--- src/rtl/smram_pkg.sv ---
package smram_pkg;

  // control byte bit positions (neighbours decode these)
  localparam int unsigned CTL_OPEN_B  = 6;
  localparam int unsigned CTL_CLS_B   = 5;
  localparam int unsigned CTL_LOCK_B  = 4;

  // extended byte bit positions
  localparam int unsigned EXT_HIGH_B  = 7;
  localparam int unsigned EXT_MONO_B  = 6;
  localparam int unsigned EXT_GLOB_B  = 3;
  localparam int unsigned EXT_TSZ_LO  = 1;
  localparam int unsigned EXT_TEN_B   = 0;

  typedef struct packed {
    logic       open;
    logic       closed;
    logic       lock;
  } ctl_bits_t;

  typedef struct packed {
    logic       high;
    logic       mono;
    logic       glob;
    logic [1:0] tsz;
    logic       ten;
  } ext_bits_t;

  function automatic logic [7:0] pack_ctl(input ctl_bits_t c, input logic [2:0] base);
    logic [7:0] b;
    b = 8'h00;
    b[CTL_OPEN_B] = c.open;
    b[CTL_CLS_B]  = c.closed;
    b[CTL_LOCK_B] = c.lock;
    b[2:0]        = base;
    return b;
  endfunction

  function automatic logic [7:0] pack_ext(input ext_bits_t e);
    logic [7:0] b;
    b = 8'h00;
    b[EXT_HIGH_B] = e.high;
    b[EXT_MONO_B] = e.mono;
    b[EXT_GLOB_B] = e.glob;
    b[EXT_TSZ_LO +: 2] = e.tsz;
    b[EXT_TEN_B]  = e.ten;
    return b;
  endfunction

endpackage

--- src/rtl/smram_ctl_byte.sv ---
module smram_ctl_byte
  import smram_pkg::*;
(
  input  logic       clk,
  input  logic       rst_n,
  input  logic       wr_hit,
  input  logic [7:0] wdata,
  output ctl_bits_t  ctl_q,
  output logic       lock_set
);

  logic want_open;
  logic want_lock;

  assign want_open = wdata[CTL_OPEN_B];
  assign want_lock = wdata[CTL_LOCK_B];
  // event: this write takes the lock from 0 to 1
  assign lock_set  = wr_hit && want_lock && !ctl_q.lock;

  always_ff @(posedge clk or negedge rst_n) begin
    if (!rst_n) begin
      ctl_q <= '0;
    end else if (wr_hit) begin
      ctl_q.closed <= wdata[CTL_CLS_B];
      if (lock_set) begin
        ctl_q.lock <= 1'b1;
        ctl_q.open <= 1'b0;
      end else if (!ctl_q.lock) begin
        ctl_q.open <= want_open;
      end
    end
  end

  // the locking write leaves open cleared
  p_open_clr_r5: assert property (@(posedge clk) disable iff (!rst_n)
    lock_set |=> (ctl_q.lock && !ctl_q.open));

  // lock never falls outside reset
  p_lock_sticky_r7: assert property (@(posedge clk) disable iff (!rst_n)
    ctl_q.lock |=> ctl_q.lock);

  // open cannot rise while locked
  p_open_frozen_r6: assert property (@(posedge clk) disable iff (!rst_n)
    ctl_q.lock |=> !ctl_q.open);

endmodule

--- src/rtl/smram_ext_regs.sv ---
module smram_ext_regs
  import smram_pkg::*;
#(
  parameter int unsigned TOP_W = 8
) (
  input  logic             clk,
  input  logic             rst_n,
  input  logic             ext_hit,
  input  logic             top_hit,
  input  logic             lock_i,
  input  logic [7:0]       wdata,
  output ext_bits_t        ext_q,
  output logic [TOP_W-1:0] top_q,
  output logic             frozen_wr
);

  // event: a write reaches a field group that the lock holds
  assign frozen_wr = (ext_hit || top_hit) && lock_i;

  always_ff @(posedge clk or negedge rst_n) begin
    if (!rst_n) begin
      ext_q <= '0;
      top_q <= '0;
    end else begin
      if (ext_hit) begin
        ext_q.mono <= wdata[EXT_MONO_B];
        ext_q.glob <= wdata[EXT_GLOB_B];
        if (!lock_i) begin
          ext_q.high <= wdata[EXT_HIGH_B];
          ext_q.tsz  <= wdata[EXT_TSZ_LO +: 2];
          ext_q.ten  <= wdata[EXT_TEN_B];
        end
      end
      if (top_hit && !lock_i) begin
        top_q <= wdata[TOP_W-1:0];
      end
    end
  end

  // frozen group holds while locked
  p_frozen_r6: assert property (@(posedge clk) disable iff (!rst_n)
    lock_i |=> ($stable(ext_q.high) && $stable(ext_q.tsz) &&
                $stable(ext_q.ten) && $stable(top_q)));

endmodule

--- src/rtl/smram_rd_port.sv ---
module smram_rd_port #(
  parameter int unsigned ADDR_W  = 8,
  parameter logic [ADDR_W-1:0] CTL_OFF = 8'h61,
  parameter logic [ADDR_W-1:0] EXT_OFF = 8'h62,
  parameter logic [ADDR_W-1:0] TOP_OFF = 8'h63,
  parameter logic [2:0] BASE_SEG = 3'b010
) (
  input  logic              clk,
  input  logic              rst_n,
  input  logic              rd_i,
  input  logic [ADDR_W-1:0] off_i,
  input  logic [7:0]        ctl_byte,
  input  logic [7:0]        ext_byte,
  input  logic [7:0]        top_byte,
  output logic [7:0]        rdata_q,
  output logic              rvalid_q
);

  logic [7:0] sel_byte;
  logic       was_ctl_q;

  always_comb begin
    sel_byte = 8'h00;
    if (off_i == CTL_OFF)      sel_byte = ctl_byte;
    else if (off_i == EXT_OFF) sel_byte = ext_byte;
    else if (off_i == TOP_OFF) sel_byte = top_byte;
  end

  always_ff @(posedge clk or negedge rst_n) begin
    if (!rst_n) begin
      rdata_q   <= 8'h00;
      rvalid_q  <= 1'b0;
      was_ctl_q <= 1'b0;
    end else begin
      rvalid_q  <= rd_i;
      rdata_q   <= rd_i ? sel_byte : 8'h00;
      was_ctl_q <= rd_i && (off_i == CTL_OFF);
    end
  end

  // one-cycle read latency
  p_rvalid_r8: assert property (@(posedge clk) disable iff (!rst_n)
    rd_i |=> rvalid_q);

  // idle bus reads zero
  p_idle_r8: assert property (@(posedge clk) disable iff (!rst_n)
    !rd_i |=> (!rvalid_q && rdata_q == 8'h00));

  // base segment visible on every control-byte read
  p_base_r2: assert property (@(posedge clk) disable iff (!rst_n)
    (rvalid_q && was_ctl_q) |-> (rdata_q[2:0] == BASE_SEG));

endmodule

--- src/rtl/smram_ctl_regs.sv ---
module smram_ctl_regs
  import smram_pkg::*;
#(
  parameter int unsigned ADDR_W  = 8,
  parameter logic [ADDR_W-1:0] CTL_OFF = 8'h61,
  parameter logic [ADDR_W-1:0] EXT_OFF = 8'h62,
  parameter logic [ADDR_W-1:0] TOP_OFF = 8'h63,
  parameter logic [2:0] BASE_SEG = 3'b010
) (
  input  logic              clk,
  input  logic              full_rst_n,
  input  logic              cfg_wr,
  input  logic              cfg_rd,
  input  logic [ADDR_W-1:0] cfg_off,
  input  logic              cfg_be,
  input  logic [7:0]        cfg_wdata,
  output logic [7:0]        cfg_rdata,
  output logic              cfg_rvalid,
  output logic              open_o,
  output logic              closed_o,
  output logic              lock_o,
  output logic              glob_en_o,
  output logic              high_en_o,
  output logic [2:0]        base_seg_o,
  output logic [1:0]        tseg_sz_o,
  output logic              tseg_en_o,
  output logic [7:0]        ext_top_o
);

  localparam int unsigned TOP_W = 8;

  logic      wr_ok;
  logic      ctl_hit, ext_hit, top_hit;
  ctl_bits_t ctl_q;
  ext_bits_t ext_q;
  logic [TOP_W-1:0] top_q;
  logic      lock_set;
  logic      frozen_wr;

  assign wr_ok   = cfg_wr && cfg_be;
  assign ctl_hit = wr_ok && (cfg_off == CTL_OFF);
  assign ext_hit = wr_ok && (cfg_off == EXT_OFF);
  assign top_hit = wr_ok && (cfg_off == TOP_OFF);

  smram_ctl_byte u_ctl (
    .clk      (clk),
    .rst_n    (full_rst_n),
    .wr_hit   (ctl_hit),
    .wdata    (cfg_wdata),
    .ctl_q    (ctl_q),
    .lock_set (lock_set)
  );

  smram_ext_regs #(.TOP_W(TOP_W)) u_ext (
    .clk       (clk),
    .rst_n     (full_rst_n),
    .ext_hit   (ext_hit),
    .top_hit   (top_hit),
    .lock_i    (ctl_q.lock),
    .wdata     (cfg_wdata),
    .ext_q     (ext_q),
    .top_q     (top_q),
    .frozen_wr (frozen_wr)
  );

  smram_rd_port #(
    .ADDR_W   (ADDR_W),
    .CTL_OFF  (CTL_OFF),
    .EXT_OFF  (EXT_OFF),
    .TOP_OFF  (TOP_OFF),
    .BASE_SEG (BASE_SEG)
  ) u_rd (
    .clk      (clk),
    .rst_n    (full_rst_n),
    .rd_i     (cfg_rd),
    .off_i    (cfg_off),
    .ctl_byte (pack_ctl(ctl_q, BASE_SEG)),
    .ext_byte (pack_ext(ext_q)),
    .top_byte (top_q),
    .rdata_q  (cfg_rdata),
    .rvalid_q (cfg_rvalid)
  );

  assign glob_en_o  = ext_q.glob;
  assign open_o     = ext_q.glob && ctl_q.open;
  assign closed_o   = ext_q.glob && ctl_q.closed;
  assign lock_o     = ext_q.glob && ctl_q.lock;
  assign high_en_o  = ext_q.glob && ext_q.high;
  assign base_seg_o = BASE_SEG;
  assign tseg_sz_o  = ext_q.tsz;
  assign tseg_en_o  = ext_q.ten;
  assign ext_top_o  = top_q;

  // nothing active without the global enable
  p_gate_r4: assert property (@(posedge clk) disable iff (!full_rst_n)
    !glob_en_o |-> !(open_o || closed_o || lock_o || high_en_o));

  // a write into the frozen group leaves the top byte unchanged
  p_top_hold_r6: assert property (@(posedge clk) disable iff (!full_rst_n)
    (frozen_wr && top_hit) |=> $stable(ext_top_o));

  // a write without byte enable leaves the extended fields unchanged
  p_be_r9: assert property (@(posedge clk) disable iff (!full_rst_n)
    (cfg_wr && !cfg_be) |=> ($stable(glob_en_o) && $stable(tseg_sz_o) && $stable(ext_top_o)));

endmodule

--- config.mk ---
export PLATFORM = sky130hd
export DESIGN_NAME = smram_ctl_regs
export DESIGN_NICKNAME = d
export VERILOG_FILES = /design/src/rtl/smram_pkg.sv /design/src/rtl/smram_ctl_byte.sv /design/src/rtl/smram_ext_regs.sv /design/src/rtl/smram_rd_port.sv /design/src/rtl/smram_ctl_regs.sv
export SDC_FILE = /design/constraint.sdc
export NUM_CORES = 1
export LEC_CHECK = 0
export ABC_CLOCK_PERIOD_IN_PS = 4200
export BUFFER_PORTS_ARGS = -buffer_cell sky130_fd_sc_hd__buf_4
export CORE_ASPECT_RATIO = 0.6
export CORE_MARGIN = 2
export CORE_UTILIZATION = 50
export DETAILED_ROUTE_END_ITERATION = 6
export HOLD_SLACK_MARGIN = 0.03
export PLACE_DENSITY = 0.83
export SYNTH_ARGS = -nofsm -noshare
export SYNTH_HDL_FRONTEND = slang
export SYNTH_SLANG_ARGS = --single-unit
--- constraint.sdc ---
create_clock -name clk -period 4.2 [get_ports clk]
set_clock_uncertainty 0.05 [all_clocks]
set_input_delay 1.26 -clock clk [delete_from_list [all_inputs] [get_ports clk]]
set_output_delay 1.26 -clock clk [all_outputs]
set_load 0.01 [all_outputs]
==> results of run 1 <==
-- state kept, by name (all words and copies together), names as in the netlist --
| signal | cells |
|---|---|
| u_ctl.ctl_q | 3 |
| u_rd.rvalid_q | 1 |
| u_rd.rdata_q | 8 |
| u_ext.ext_q | 6 |
| u_ext.top_q | 8 |
-- cells by family (layout without fill, tap and decap cells) --
family | after synthesis | count (layout)
AOI/OAI and AO/OA | 4 | 4
buffers and inverters | 9 | 49
DFF | 26 | 26
muxes | 23 | 23
other | 2 | 3
and+or+nand+nor | 31 | 31
-- per-stage QoR --
step | instances | utilization, % | setup slack (ns) | instance area, µm² | power [µW]
after global routing | 166 | 70.3 | 1.25 | 1560 | 461
after global placement | 163 | 68.4 | 1.19 | 1510 | 310
after CTS | 166 | 70.3 | 1.39 | 1560 | 441
after detailed placement | 163 | 68.4 | 1.11 | 1510 | 311
after floorplan | 96 | - | 1.65 | 1190 | 285
final | 166 | 70.3 | 1.40 | 1560 | 437
-- worst max path at each step --
| stage | startpoint | cells past startpoint | end | slack [ns] |
|---|---|---|---|---|
| after floorplan | cfg_off[4] | 3 | u_ext.top_q[0] | 1.65 |
| after global placement | cfg_off[7] | 4 | u_ext.ext_q[2] | 1.19 |
| after detailed placement | cfg_off[7] | 4 | u_ext.ext_q[2] | 1.11 |
| after CTS | cfg_off[7] | 4 | u_ext.ext_q[2] | 1.39 |
| after global routing | cfg_off[7] | 4 | u_ext.ext_q[1] | 1.25 |
| final | cfg_off[7] | 4 | u_ext.ext_q[2] | 1.40 |
-- report_power, final --
| part | internal [µW] | total, µW | switching, µW |
|---|---|---|---|
| Combinational | 24.9 | 47.7 | 22.9 |
| Clock | 64.0 | 130 | 66.3 |
| Sequential | 255 | 259 | 3.78 |
| Total | 344 | 437 | 93.0 |
-- cells in the final DEF (no fill, tap or decap), drive strengths merged, types with 2 or more instances in the layout --
cell type	instances
mux2i	6
nor2	9
nor2b	3
dfrtp	26
buf	45
conb	3
nand4	6
and2	5
nand2	2
mux2	17
clkbuf	3
-- routing by layer --
metal	vias to the layer above	wire length [µm]
li1	410	-
met1	401	1110
met2	36	1150
met3	2	192
met4	0	13
met5	-	0
-- layout make-up --
class / count / area (µm²)
fill: 157 / 657
multi-input combinational: 61 / 484
sequential: 26 / 651
clock buffer: 3 / 41.3
timing repair buffer: 45 / 338
tap: 30 / 37.5
inverter: 1 / 3.75
==> impl_metrics.env, run 1 <==
export IMPL_crit_chain="buf_4 > nor4bb_1 > nand4_1 > mux2_2"
export IMPL_drtPass1Iterations=4
export IMPL_syn_area_um2=1190
export IMPL_cts_root_buf="clkbuf_8"
export IMPL_drt_iter0_markers=26
export IMPL_synth_top_area_share_pct=54.9
export IMPL_ys_types=23
export IMPL_timing_max_transition_violations_final=0
export IMPL_clkSinkCount=26
export IMPL_via_per_inst=5.11
export IMPL_num_io_pins=49
export IMPL_finalCritPeriodShare_pct=66.6
export IMPL_synth_compound_area_share_pct=2.32
export IMPL_cpPeakStageDelay_ns=0.75
export IMPL_ys_async_sr_fraction_pct=100
export IMPL_ctsResizeCount=0
export IMPL_fin_nets=159
export IMPL_cts_tree="done"
export IMPL_synth_common_cells="dfrtp_1, mux2_2, nor2_1, mux2i_1, nand4_1"
export IMPL_yosys_area_share_simple_pct=16.4
export IMPL_drive_gt1_share_pct=48.5
export IMPL_clock_fmax_mhz=357
export IMPL_grt_overflow=0
export IMPL_p_leak_uw=0.000819
export IMPL_die_h_um=41.7
export IMPL_irDropWorstVdd_mv=0.267
export IMPL_finalSetupViolations=0
export IMPL_num_rows=13
export IMPL_synth_top_cell_by_area="dfrtp_1"
export IMPL_synth_seq_cells=26
export IMPL_setup_tns_ns=0
export IMPL_cp_num_buf_inv=1
export IMPL_drc=0
export IMPL_min_from="u_ctl.ctl_q[0]"
export IMPL_dieArea_um2=2790
export IMPL_r2r_setup_slack_ns=2.37
export IMPL_required_ns=4.29
export IMPL_rr_worst_depth=3
export IMPL_cpMaxStageDelayCell="nor4bb_1"
export IMPL_yosys_top_cells_area="dfrtp_1, mux2_2, mux2i_1, buf_4, nand4_1"
export IMPL_crit_path_max_fanout=7
export IMPL_hp_class="flop to flop"
export IMPL_grtUsageMet3_pct=5.96
export IMPL_place_congestion=0.764
export IMPL_synthXorXnorAreaFrac_pct=0
export IMPL_hold_violations=0
export IMPL_synth_top_family_by_area="multiplexers"
export IMPL_vias=849
export IMPL_grt_use_met1_pct=27.0
export IMPL_insertion_delay_ns=0.26
export IMPL_worstSetupPathType="input pin to flop"
export IMPL_min_period_ns=2.80
export IMPL_area_delta_synth_final_pct=31.1
export IMPL_tightest_slew_ns=0.862
export IMPL_min_path_cells=1
export IMPL_critPathLaunchType="input pin"
export IMPL_hold_end="u_ctl.ctl_q[0]"
export IMPL_cts_buffers=3
export IMPL_grt_max_degree=27
export IMPL_yosysWarningCount=0
export IMPL_critical_path_top_delay_family="simple AND/OR/NAND/NOR gates"
export IMPL_synthAdderAreaFrac_pct=0
export IMPL_syn_avg_cell_area_um2=12.5
export IMPL_cts_clk_slew_worst_paths_ns=0.08
export IMPL_synth_edff_count=0
export IMPL_final_antenna_net_count=0
export IMPL_arrival_ns=2.89
export IMPL_antenna_found_initial=0
export IMPL_core_um2=2210
export IMPL_ys_seq_area_share_pct=54.9
export IMPL_power_density_nw_per_um2=281
export IMPL_hold_slack_ns=0.469
export IMPL_drt_total_wl_um=2460
export IMPL_post_cts_buffers=0
export IMPL_cts_path_max_buffers=2
export IMPL_gr_max_usage_layer="met2"
export IMPL_wl_per_cell_um=14.8
export IMPL_rr_startpoint="u_ctl.ctl_q[0]"
export IMPL_slew_limit_headroom_pct=41.7
export IMPL_synth_main_ff_cell="dfrtp_1"
export IMPL_die_w_um=66.9
export IMPL_grt_met2_usage_pct=31.8
export IMPL_synthMuxAreaShare_pct=21.2
export IMPL_grt_pass1_vias=839
export IMPL_holdBufCountCts=0
export IMPL_outcome="complete, no violations"
export IMPL_synth_cells=95
export IMPL_insertedDiodeCount=0
export IMPL_crit_path_end_kind="flop"
export IMPL_initial_core_util_pct=53.6
export IMPL_rsz0062_at_grt="false"
export IMPL_synth_most_common_cell="dfrtp_1"
export IMPL_hpwl_um=1980
export IMPL_htreeDepth=1
export IMPL_port_buffers=45
export IMPL_drv_cap=0
export IMPL_reg2reg_to="u_ext.top_q[1]"
export IMPL_grt_use_total_pct=19.8
export IMPL_grt_first_pass_wirelength_um=4060
Power figures use the tool's default switching activity.
==> run 2: changes to the inputs <==
ABC_CLOCK_PERIOD_IN_PS = 2790   (was 4200)
CORE_UTILIZATION = 47   (was 50)
PLACE_DENSITY = 0.78   (was 0.83)
clock period = 2.79 ns   (was 4.2 ns; I/O delays follow)
==> run 2 against run 1 <==
Effect of this change: total power grew 59%; via count grew 3.8%; die area grew 5.9%; hold slack lost 0.056 ns; first-iteration DRC count shrank 35%; wire length shrank 4.3%; non-clock buffer count grew 1; sequential cell count is the same; combinational power grew 52%; clock-buffer cell count grew 1; design area grew 1.5%.
==> impl_metrics.env, run 2 (synthesis results as in run 1) <==
export IMPL_hpwl_um=1830
export IMPL_critical_path_top_delay_family="simple AND/OR/NAND/NOR gates"
export IMPL_drtPass1Iterations=4
export IMPL_drc=0
export IMPL_tightest_slew_ns=0.613
export IMPL_dieArea_um2=2950
export IMPL_dpl_cell_area_um2=1520
export IMPL_final_antenna_net_count=0
export IMPL_timing_max_transition_violations_final=0
export IMPL_crit_path_end_kind="flop"
export IMPL_crit_chain="buf_4 > nand4bb_1 > nor4b_4 > mux2_2"
export IMPL_drt_iter0_markers=17
export IMPL_largestRegisters="u_ext.top_q (8), u_rd.rdata_q (8), u_ext.ext_q (6)"
export IMPL_finalSetupViolations=0
export IMPL_r2r_setup_slack_ns=1.01
export IMPL_min_period_ns=2.14
export IMPL_critPathLaunchType="input pin"
export IMPL_htreeDepth=1
export IMPL_hold_violations=0
export IMPL_reg2reg_to="u_ext.top_q[1]"
export IMPL_grt_first_pass_wirelength_um=3720
export IMPL_layout_commonest_cell="buf_4"
export IMPL_cpPeakStageDelay_ns=0.64
export IMPL_insertion_delay_ns=0.27
export IMPL_setup_tns_ns=0
export IMPL_cts_path_max_buffers=2
export IMPL_pwr_share_clk_pct=33.6
export IMPL_area_delta_synth_final_pct=33.1
export IMPL_cts_tree="done"
export IMPL_crit_path_max_fanout=8
export IMPL_place_congestion=0.773
export IMPL_grt_pass1_vias=855
export IMPL_holdBufCountCts=0
export IMPL_drv_cap=0
export IMPL_finalInstanceArea_um2=1580
export IMPL_cts_buffers=3
export IMPL_required_ns=2.89
export IMPL_initial_core_util_pct=48.4
export IMPL_irDropWorstVdd_mv=0.313
export IMPL_seqPwrFrac_pct=56.0
export IMPL_num_rows=14
export IMPL_via_per_inst=5.18
export IMPL_clock_fmax_mhz=468
export IMPL_core_um2=2450
export IMPL_fin_nets=160
export IMPL_num_io_pins=49
export IMPL_grt_max_degree=27
export IMPL_nFillCells=194
export IMPL_drt_total_wl_um=2360
export IMPL_worst_path_stages=4
export IMPL_p_sw_uw=148
export IMPL_comb_power_share_pct=10.4
export IMPL_rr_worst_depth=3
export IMPL_insertedDiodeCount=0
export IMPL_p_leak_uw=0.000832
export IMPL_grt_overflow=0
export IMPL_final_cell_mix="buf_4, dfrtp_1, mux2_2"
export IMPL_slew_limit_headroom_pct=59.0
export IMPL_cts_root_buf="clkbuf_8"
export IMPL_post_cts_buffers=0
export IMPL_rr_startpoint="u_ctl.ctl_q[0]"
export IMPL_worstSetupPathType="input pin to flop"
export IMPL_vias=881
export IMPL_clkSinkCount=26
export IMPL_crit_start="cfg_off[4]"
export IMPL_grt_use_total_pct=17.7
export IMPL_wl_per_cell_um=13.9
export IMPL_ctsResizeCount=0
export IMPL_cpMaxStageDelayCell="nor4b_4"
export IMPL_p_sw_share_pct=21.2
export IMPL_die_h_um=42.9
export IMPL_outcome="complete, no violations"
export IMPL_arrival_ns=2.24
export IMPL_drive_gt1_share_pct=49.3
export IMPL_antenna_found_initial=0
export IMPL_rsz0062_at_grt="false"
export IMPL_p_int_uw=547
export IMPL_critical_path_endpoint="u_ext.top_q[1]"
export IMPL_hp_class="input pin to async pin"
export IMPL_cts_clk_slew_worst_paths_ns=0.08
export IMPL_finalCritPeriodShare_pct=76.6
export IMPL_port_buffers=45
export IMPL_power_density_nw_per_um2=440
export IMPL_cp_num_buf_inv=1
export IMPL_die_w_um=68.9
run 2: layout make-up:
cell class | instances | area, µm² | share of cell area, %
flip-flops and latches | 26 | 651 | 41.2
well taps | 32 | 40.0 | 2.54
clock buffers | 4 | 55.1 | 3.49
multi-input cells | 61 | 484 | 30.7
inverters | 1 | 3.75 | 0.238
repair buffers | 46 | 345 | 21.9
run 2: power by group through the flow:
stage	Combinational [µW]	Clock, µW	Sequential, µW
after CTS	72.9	241	389
after global placement	71.3	0	396
final	72.3	234	389
after detailed placement	72.8	0	397
after global routing	80.0	260	390
after floorplan	31.2	0	398
run 2: worst min-delay path by stage:
| stage | from | end | slack (ns) |
|---|---|---|---|
| 6_report | full_rst_n | u_rd.rdata_q[0] | 0.41 |
| 5_1_grt | full_rst_n | u_rd.rdata_q[0] | 0.42 |
| 4_1_cts | full_rst_n | u_rd.rvalid_q | 0.42 |
| 3_5_place_dp | u_ctl.ctl_q[0] | u_ctl.ctl_q[0] | 0.45 |
| 3_3_place_gp | u_ctl.ctl_q[0] | u_ctl.ctl_q[0] | 0.44 |
| 2_1_floorplan | u_ctl.ctl_q[0] | u_ctl.ctl_q[0] | 0.41 |
run 2: through the flow:
step	setup WS, ns	hold slack, ns	total power [µW]	utilization [%]	cells
floorplan	0.663	0.414	429	-	96
global placement	0.413	0.442	468	62.1	166
detailed placement	0.367	0.447	470	62.1	166
CTS	0.667	0.417	703	64.4	170
global route	0.585	0.419	730	64.4	170
finish	0.652	0.413	695	64.4	170
run 2: layer usage:
metal	vias to the layer above	global-route usage [%]	wire, µm
met5	-	0	0
met4	0	5.49	14
met3	2	6.90	185
met2	33	26.5	1110
met1	427	23.6	1040
li1	419	-	-
